**src/rtl/pku_pkg.sv**
```systemverilog
package pku_pkg;
  localparam int SIZE_W = 2;

  typedef enum logic [SIZE_W-1:0] {
    SZ_8  = 2'd0,
    SZ_16 = 2'd1,
    SZ_32 = 2'd2,
    SZ_64 = 2'd3
  } elemSize_e;

  typedef struct packed {
    logic            load;
    logic            isPack;
    logic            hiHalf;
    logic [SIZE_W-1:0] sizeSel;
    logic            sgnSat;
  } pkuCtrl_t;
endpackage

```
**src/rtl/pku_ctrl.sv**
```systemverilog
module pku_ctrl
  import pku_pkg::*;
(
  input  logic              clk,
  input  logic              rstN,
  input  logic              start,
  input  logic              opMode,
  input  logic              highHalf,
  input  logic [SIZE_W-1:0] elemSize,
  input  logic              signedSat,
  output pkuCtrl_t          ctrl,
  output logic              resultValid
);
  always_comb begin
    ctrl.load    = start;
    ctrl.isPack  = opMode;
    ctrl.hiHalf  = highHalf;
    ctrl.sizeSel = elemSize;
    ctrl.sgnSat  = signedSat;
  end

  always_ff @(posedge clk) begin
    if (!rstN) resultValid <= 1'b0;
    else       resultValid <= start;
  end

  // reset clears the strobe
  assert_reset_valid_R1: assert property (@(posedge clk) !rstN |=> !resultValid);
  // strobe follows request by one cycle
  assert_valid_follows_start_R2: assert property (@(posedge clk) disable iff (!rstN)
    start |=> resultValid);
  assert_valid_only_after_start_R2: assert property (@(posedge clk) disable iff (!rstN)
    !start |=> !resultValid);
endmodule

```
**src/rtl/pku_sat.sv**
```systemverilog
module pku_sat #(
  parameter int IN_W = 16
) (
  input  logic [IN_W-1:0]   din,
  input  logic              sgnSat,
  output logic [IN_W/2-1:0] dout
);
  localparam int OUT_W = IN_W / 2;

  logic isNeg;
  logic fitsSigned;
  logic fitsUnsigned;

  always_comb begin
    isNeg        = din[IN_W-1];
    fitsSigned   = (din[IN_W-1:OUT_W-1] == '0) || (din[IN_W-1:OUT_W-1] == '1);
    fitsUnsigned = (din[IN_W-1:OUT_W] == '0);
    if (sgnSat) begin
      if (fitsSigned)  dout = din[OUT_W-1:0];
      else if (isNeg)  dout = {1'b1, {(OUT_W-1){1'b0}}};
      else             dout = {1'b0, {(OUT_W-1){1'b1}}};
    end else begin
      if (isNeg)             dout = '0;
      else if (fitsUnsigned) dout = din[OUT_W-1:0];
      else                   dout = '1;
    end
  end
endmodule

```
**src/rtl/pku_datapath.sv**
```systemverilog
module pku_datapath
  import pku_pkg::*;
#(
  parameter int DATA_W = 128
) (
  input  logic              clk,
  input  logic              rstN,
  input  pkuCtrl_t          ctrl,
  input  logic [DATA_W-1:0] srcA,
  input  logic [DATA_W-1:0] srcB,
  output logic [DATA_W-1:0] result
);
  localparam int HALF_W    = DATA_W / 2;
  localparam int NUM_SIZES = 4;
  localparam int NUM_PACK  = 2;

  logic [HALF_W-1:0] halfA;
  logic [HALF_W-1:0] halfB;
  logic [DATA_W-1:0] ilvRes  [NUM_SIZES];
  logic [DATA_W-1:0] packRes [NUM_PACK];
  logic [DATA_W-1:0] nextRes;

  assign halfA = ctrl.hiHalf ? srcA[HALF_W +: HALF_W] : srcA[0 +: HALF_W];
  assign halfB = ctrl.hiHalf ? srcB[HALF_W +: HALF_W] : srcB[0 +: HALF_W];

  // interleave networks, one per element width
  for (genvar s = 0; s < NUM_SIZES; s++) begin : g_ilv
    localparam int EW = 8 << s;
    localparam int NE = HALF_W / EW;
    for (genvar i = 0; i < NE; i++) begin : g_elem
      assign ilvRes[s][(2*i)*EW   +: EW] = halfA[i*EW +: EW];
      assign ilvRes[s][(2*i+1)*EW +: EW] = halfB[i*EW +: EW];
    end
  end

  // narrowing networks: p=0 -> 16-bit sources, p=1 -> 32-bit sources
  for (genvar p = 0; p < NUM_PACK; p++) begin : g_pack
    localparam int SW = 16 << p;
    localparam int DW = SW / 2;
    localparam int NS = DATA_W / SW;
    for (genvar i = 0; i < NS; i++) begin : g_elem
      pku_sat #(.IN_W(SW)) u_satA (
        .din   (srcA[i*SW +: SW]),
        .sgnSat(ctrl.sgnSat),
        .dout  (packRes[p][i*DW +: DW])
      );
      pku_sat #(.IN_W(SW)) u_satB (
        .din   (srcB[i*SW +: SW]),
        .sgnSat(ctrl.sgnSat),
        .dout  (packRes[p][(NS+i)*DW +: DW])
      );
    end
  end

  always_comb begin
    nextRes = '0;
    if (!ctrl.isPack) begin
      nextRes = ilvRes[ctrl.sizeSel];
    end else begin
      case (ctrl.sizeSel)
        SZ_16:   nextRes = packRes[0];
        SZ_32:   nextRes = packRes[1];
        default: nextRes = '0;
      endcase
    end
  end

  always_ff @(posedge clk) begin
    if (!rstN)          result <= '0;
    else if (ctrl.load) result <= nextRes;
  end

  // register holds between requests
  assert_hold_R3: assert property (@(posedge clk) disable iff (!rstN)
    !ctrl.load |=> $stable(result));
  // 64-bit lower-half interleave places A then B
  assert_qword_low_R4: assert property (@(posedge clk) disable iff (!rstN)
    (ctrl.load && !ctrl.isPack && !ctrl.hiHalf && ctrl.sizeSel == SZ_64)
    |=> result == {$past(srcB[0 +: HALF_W]), $past(srcA[0 +: HALF_W])});
  // unsupported pack widths give zero
  assert_bad_pack_zero_R10: assert property (@(posedge clk) disable iff (!rstN)
    (ctrl.load && ctrl.isPack && (ctrl.sizeSel == SZ_8 || ctrl.sizeSel == SZ_64))
    |=> result == '0);
endmodule

```
**src/rtl/pack_unpack_unit.sv**
```systemverilog
module pack_unpack_unit
  import pku_pkg::*;
#(
  parameter int DATA_W = 128
) (
  input  logic              clk,
  input  logic              rstN,
  input  logic              start,
  input  logic [DATA_W-1:0] srcA,
  input  logic [DATA_W-1:0] srcB,
  input  logic              opMode,
  input  logic              highHalf,
  input  logic [1:0]        elemSize,
  input  logic              signedSat,
  output logic [DATA_W-1:0] result,
  output logic              resultValid
);
  pkuCtrl_t ctrl;

  pku_ctrl u_ctrl (
    .clk        (clk),
    .rstN       (rstN),
    .start      (start),
    .opMode     (opMode),
    .highHalf   (highHalf),
    .elemSize   (elemSize),
    .signedSat  (signedSat),
    .ctrl       (ctrl),
    .resultValid(resultValid)
  );

  pku_datapath #(.DATA_W(DATA_W)) u_datapath (
    .clk   (clk),
    .rstN  (rstN),
    .ctrl  (ctrl),
    .srcA  (srcA),
    .srcB  (srcB),
    .result(result)
  );

  // result cleared by reset
  assert_reset_result_R1: assert property (@(posedge clk) !rstN |=> result == '0);
endmodule

```
**config.mk**
```make
export PLATFORM = sky130hd
export DESIGN_NAME = pack_unpack_unit
export DESIGN_NICKNAME = d
export VERILOG_FILES = /design/src/rtl/pku_pkg.sv /design/src/rtl/pku_ctrl.sv /design/src/rtl/pku_sat.sv /design/src/rtl/pku_datapath.sv /design/src/rtl/pack_unpack_unit.sv
export SDC_FILE = /design/constraint.sdc
export NUM_CORES = 1
export LEC_CHECK = 0
export BUFFER_PORTS_ARGS = -buffer_cell sky130_fd_sc_hd__buf_4
export CAP_MARGIN = 10
export CORE_UTILIZATION = 53
export CTS_CLUSTER_DIAMETER = 120
export CTS_CLUSTER_SIZE = 20
export DETAILED_ROUTE_END_ITERATION = 12
export PLACE_DENSITY = 0.88
export SLEW_MARGIN = 15
export SYNTH_ARGS = -nofsm -noshare
export SYNTH_HDL_FRONTEND = slang
export SYNTH_SLANG_ARGS = --single-unit
```
**constraint.sdc**
```tcl
create_clock -name clk -period 3 [get_ports clk]
set_input_delay 0.6 -clock clk [delete_from_list [all_inputs] [get_ports clk]]
set_output_delay 0.6 -clock clk [all_outputs]
set_load 0.01 [all_outputs]
```
==> metrics.md <==
| Metric | Value |
|---|---|
| Status | finished, final reports clean |
| Reg2reg setup slack | 2.07 ns |
| GRT Total Usage | between 50% and 60% |
| Adder-cell share of the synthesized area | less than 1% |
| #FFs+latches synth | around 130 |
| Max_slew headroom | 19.2% |
| Unrepaired setup endpoints after global routing | no |
| Finished Cell Area | between 15,000 and 20,000 sq um |
| DIE HEIGHT | between 150 and 200 um |
| Count leader, synth | nand2_1 |
| FFs w/ async S/R, synth | 0% |
| Startpoint types | primary input |
| Slew of the pin with the lowest slew margin | 1.21 ns |
| Peak supply drop | ~0.3 mV |
| Initial Utilization | 54.7% |
| Synth Area per Inst | ~7 sq um |
| CTS Hold Bufs | 0 |
| Pint | just under 4 mW |
| Setup repair bufs after CTS | 0 |
| GRT overflow | 0 |
| Synth Area in Compound Gates | between 30% and 40% |
| Final WL | about 65 mm |
| Hpwl dp | 50.0 mm |
| Clk buf depth | 2 |
| Setup TNS | 0 ns |
| Hold Path Class | in2reg |
| Synth Area in XOR/XNOR | 0.140% |
| CTS Buf Count | 17 |
| Core occupancy in the finished layout | a little under three quarters |
| First-pass GRT wire length | ~97 mm |
| R2R cell count | 4 |
| Cell Pwr Density | 393 nW/um^2 |
| Layout net count | 2,440 |
| Number of synthesis warnings | 0 |
| Clk pwr share | a little over a third |
| CP startpoint | srcA[59] |
| End of the critical path | u_datapath.result[19] |
| Core ar. | ~23,000 sq um |
| Placed Area | around 16,000 sq um |
| Synthesized instance count | between 1.5k and 2k |
| Top cells by count, synth | nand2_1 (261), a21oi_1 (218), o21ai_0 (213) |
| Clock-pin slew on the worst setup and hold paths | 0.08 ns |
| Ys flop type | dfxtp_1 |
| Reg-to-Reg Start | u_datapath.result[103] |
| RD Place Congestion | ~1.1 |
| Vias per Instance | around 7.3 |
| Sequential-to-total area share from yosys stat | around a fifth |
| Rows | between 50 and 60 |
| N_diodes | 0 |
| DIE AREA | ~24,000 sq um |
| # setup viols final | 0 |
| CP arrival | ~2.9 ns |
| Root Buffer | clkbuf_16 |
| Syn_nets | 2,103 |
| Post-route ant nets | 0 |
| Die W | about 160 um |
| Clk_lat worst skew | 0.44 ns |
| Total of max-cap violations | 0 |
| Synth Cell Area | about 13,000 sq um |
| Post-synth EDFFs | 0 |
| Ports | 393 |
| Worst EP required | between 3 and 4 ns |
| Avg WL per Cell | ~26 um |
| Share of Yosys cell area claimed by the top area cell type | 20.6% |
| Netlist cell types | around 70 |
| Largest net degree at the start of global routing | 95 |
| Antenna violations before repair | 2 |
| Switch Pwr | roughly 2.5 mW |
| Slew Limit Fails | 0 |
| Crit share post-route | 83.3% |
| Drt pass-1 iters | 7 |
| Count of port buffers added during placement | 392 |
| R2r endpoint | u_datapath.result[103] |
| Critical setup path kind | in2reg |
| Combinational family with the most area after synthesis | compound AO/OA/AOI/OAI gates |
| 1st-iter DRT viols | 3,263 |
| Seq pwr share | approximately 30% |
| Layout cells sized above 1 | between 20% and 30% |
| Synth area leader | dfxtp_1 |
| Post-CTS sizing | 0 |
| Synth top area cells | dfxtp_1 (21%), a21oi_1 (8.7%), o21ai_0 (8.5%), nand2_1 (7.8%), mux2i_1 (6.5%) |
| Synth Area in Simple Gates | 23.7% |
| Vias | ~18k |
| Layout Area Growth over Synthesis | 31.0% |
| Comb pwr share | about a third |
| Fin. Hold Viols | 0 |
| CP Max Fanout | 14 |
| Clock sink total | approximately 130 |
| Fmax | 0.400 GHz |
| Skew final | 0 ns |
| Sw Share | around two fifths |
| H-tree levels | 4 |
| Final min period | roughly 2.5 ns |
| Vias in the first global route | ~17k |
| Mux cell area share after synthesis | between 10% and 20% |
| Nature of the critical path endpoint | flop |
| # DRC | 0 |
| Leakage | approximately 7 nW |
| CTS tree | built |
[final cells by class]
| class | count | area (sq um) |
|---|---|---|
| clock inverters | 15 | 163 |
| inverters | 27 | 101 |
| repair buffers | 457 | 3490 |
| well taps | 313 | 392 |
| clock buffers | 17 | 425 |
| flip-flops and latches | 129 | 2580 |
| multi-input cells | 1542 | 9260 |
| fillers | 1955 | 6500 |
[flip-flops by register name, summed over array words and instances, names as in the netlist]
| signal | cells |
|---|---|
| u_ctrl.resultValid | 1 |
| u_datapath.result | 128 |
[cells by family after synthesis]
kind of cell    count (synthesis)
xor+xnor                        2
buf+inv                       166
flops                         129
mux                           129
simple gates                  649
compound gates                760
fa+ha+maj                       2
[worst max-delay path: stages]
cell      delay (ns)
buf_4           0.12
nor4_2          0.42
nand3b_1        0.28
or3_1           0.54
nand3_1         0.51
o211ai_1        0.23
a21oi_1         0.18
[per-layer routing]
metal / up-vias / GRT usage [%] / part of all wire (%) / wire [um]
met1: 8150 / 65.6 / 35 / 23100
li1: 7682 / - / - / -
met2: 1928 / 78.9 / 42 / 27500
met5: - / 0 / 0.035 / 23
met4: 4 / 29.4 / 6.3 / 4110
met3: 400 / 15.3 / 16 / 10500
[placed cells by master, fill, tap and decap left out, types with 39 or more instances in the layout]
cell	count
nand3_1	40
nand4_1	49
a21oi_1	218
mux2_2	46
mux2i_1	82
o211ai_1	65
dfxtp_1	129
a31oi_1	39
o21ai_0	213
nand2_1	261
buf_4	451
nor2_1	158
[power groups by stage]
stage / combinational [mW] / clock (mW) / sequential [mW]
finish: 2.27 / 2.24 / 1.94
CTS: 2.16 / 2.21 / 1.93
global route: 2.36 / 2.28 / 1.94
global placement: 2.11 / 0 / 1.97
detailed placement: 2.15 / 0 / 1.97
floorplan: 1.02 / 0 / 2.00
[metrics by stage]
stage | setup WS (ns) | total power, mW | std cells | hold WS, ns
finish | 0.502 | 6.45 | 2500 | 0.480
global route | 0.475 | 6.59 | 2500 | 0.502
CTS | 0.617 | 6.30 | 2500 | 0.482
detailed placement | 0.168 | 4.12 | 2468 | 0.497
global placement | 0.247 | 4.08 | 2468 | 0.485
floorplan | 0.212 | 3.03 | 1837 | 0.532
[how the worst min path moves through the flow]
| stage | cells after the start | to | from | slack (ns) |
|---|---|---|---|---|
| 2_1_floorplan | 1 | u_datapath.result[80] | u_datapath.result[80] | 0.53 |
| 3_3_place_gp | 1 | u_datapath.result[80] | u_datapath.result[80] | 0.48 |
| 3_5_place_dp | 1 | u_datapath.result[83] | u_datapath.result[83] | 0.50 |
| 4_1_cts | 3 | u_datapath.result[54] | srcA[102] | 0.48 |
| 5_1_grt | 3 | u_datapath.result[58] | srcA[106] | 0.50 |
| 6_report | 3 | u_datapath.result[49] | srcA[97] | 0.48 |
Power figures use the tool's default switching activity.
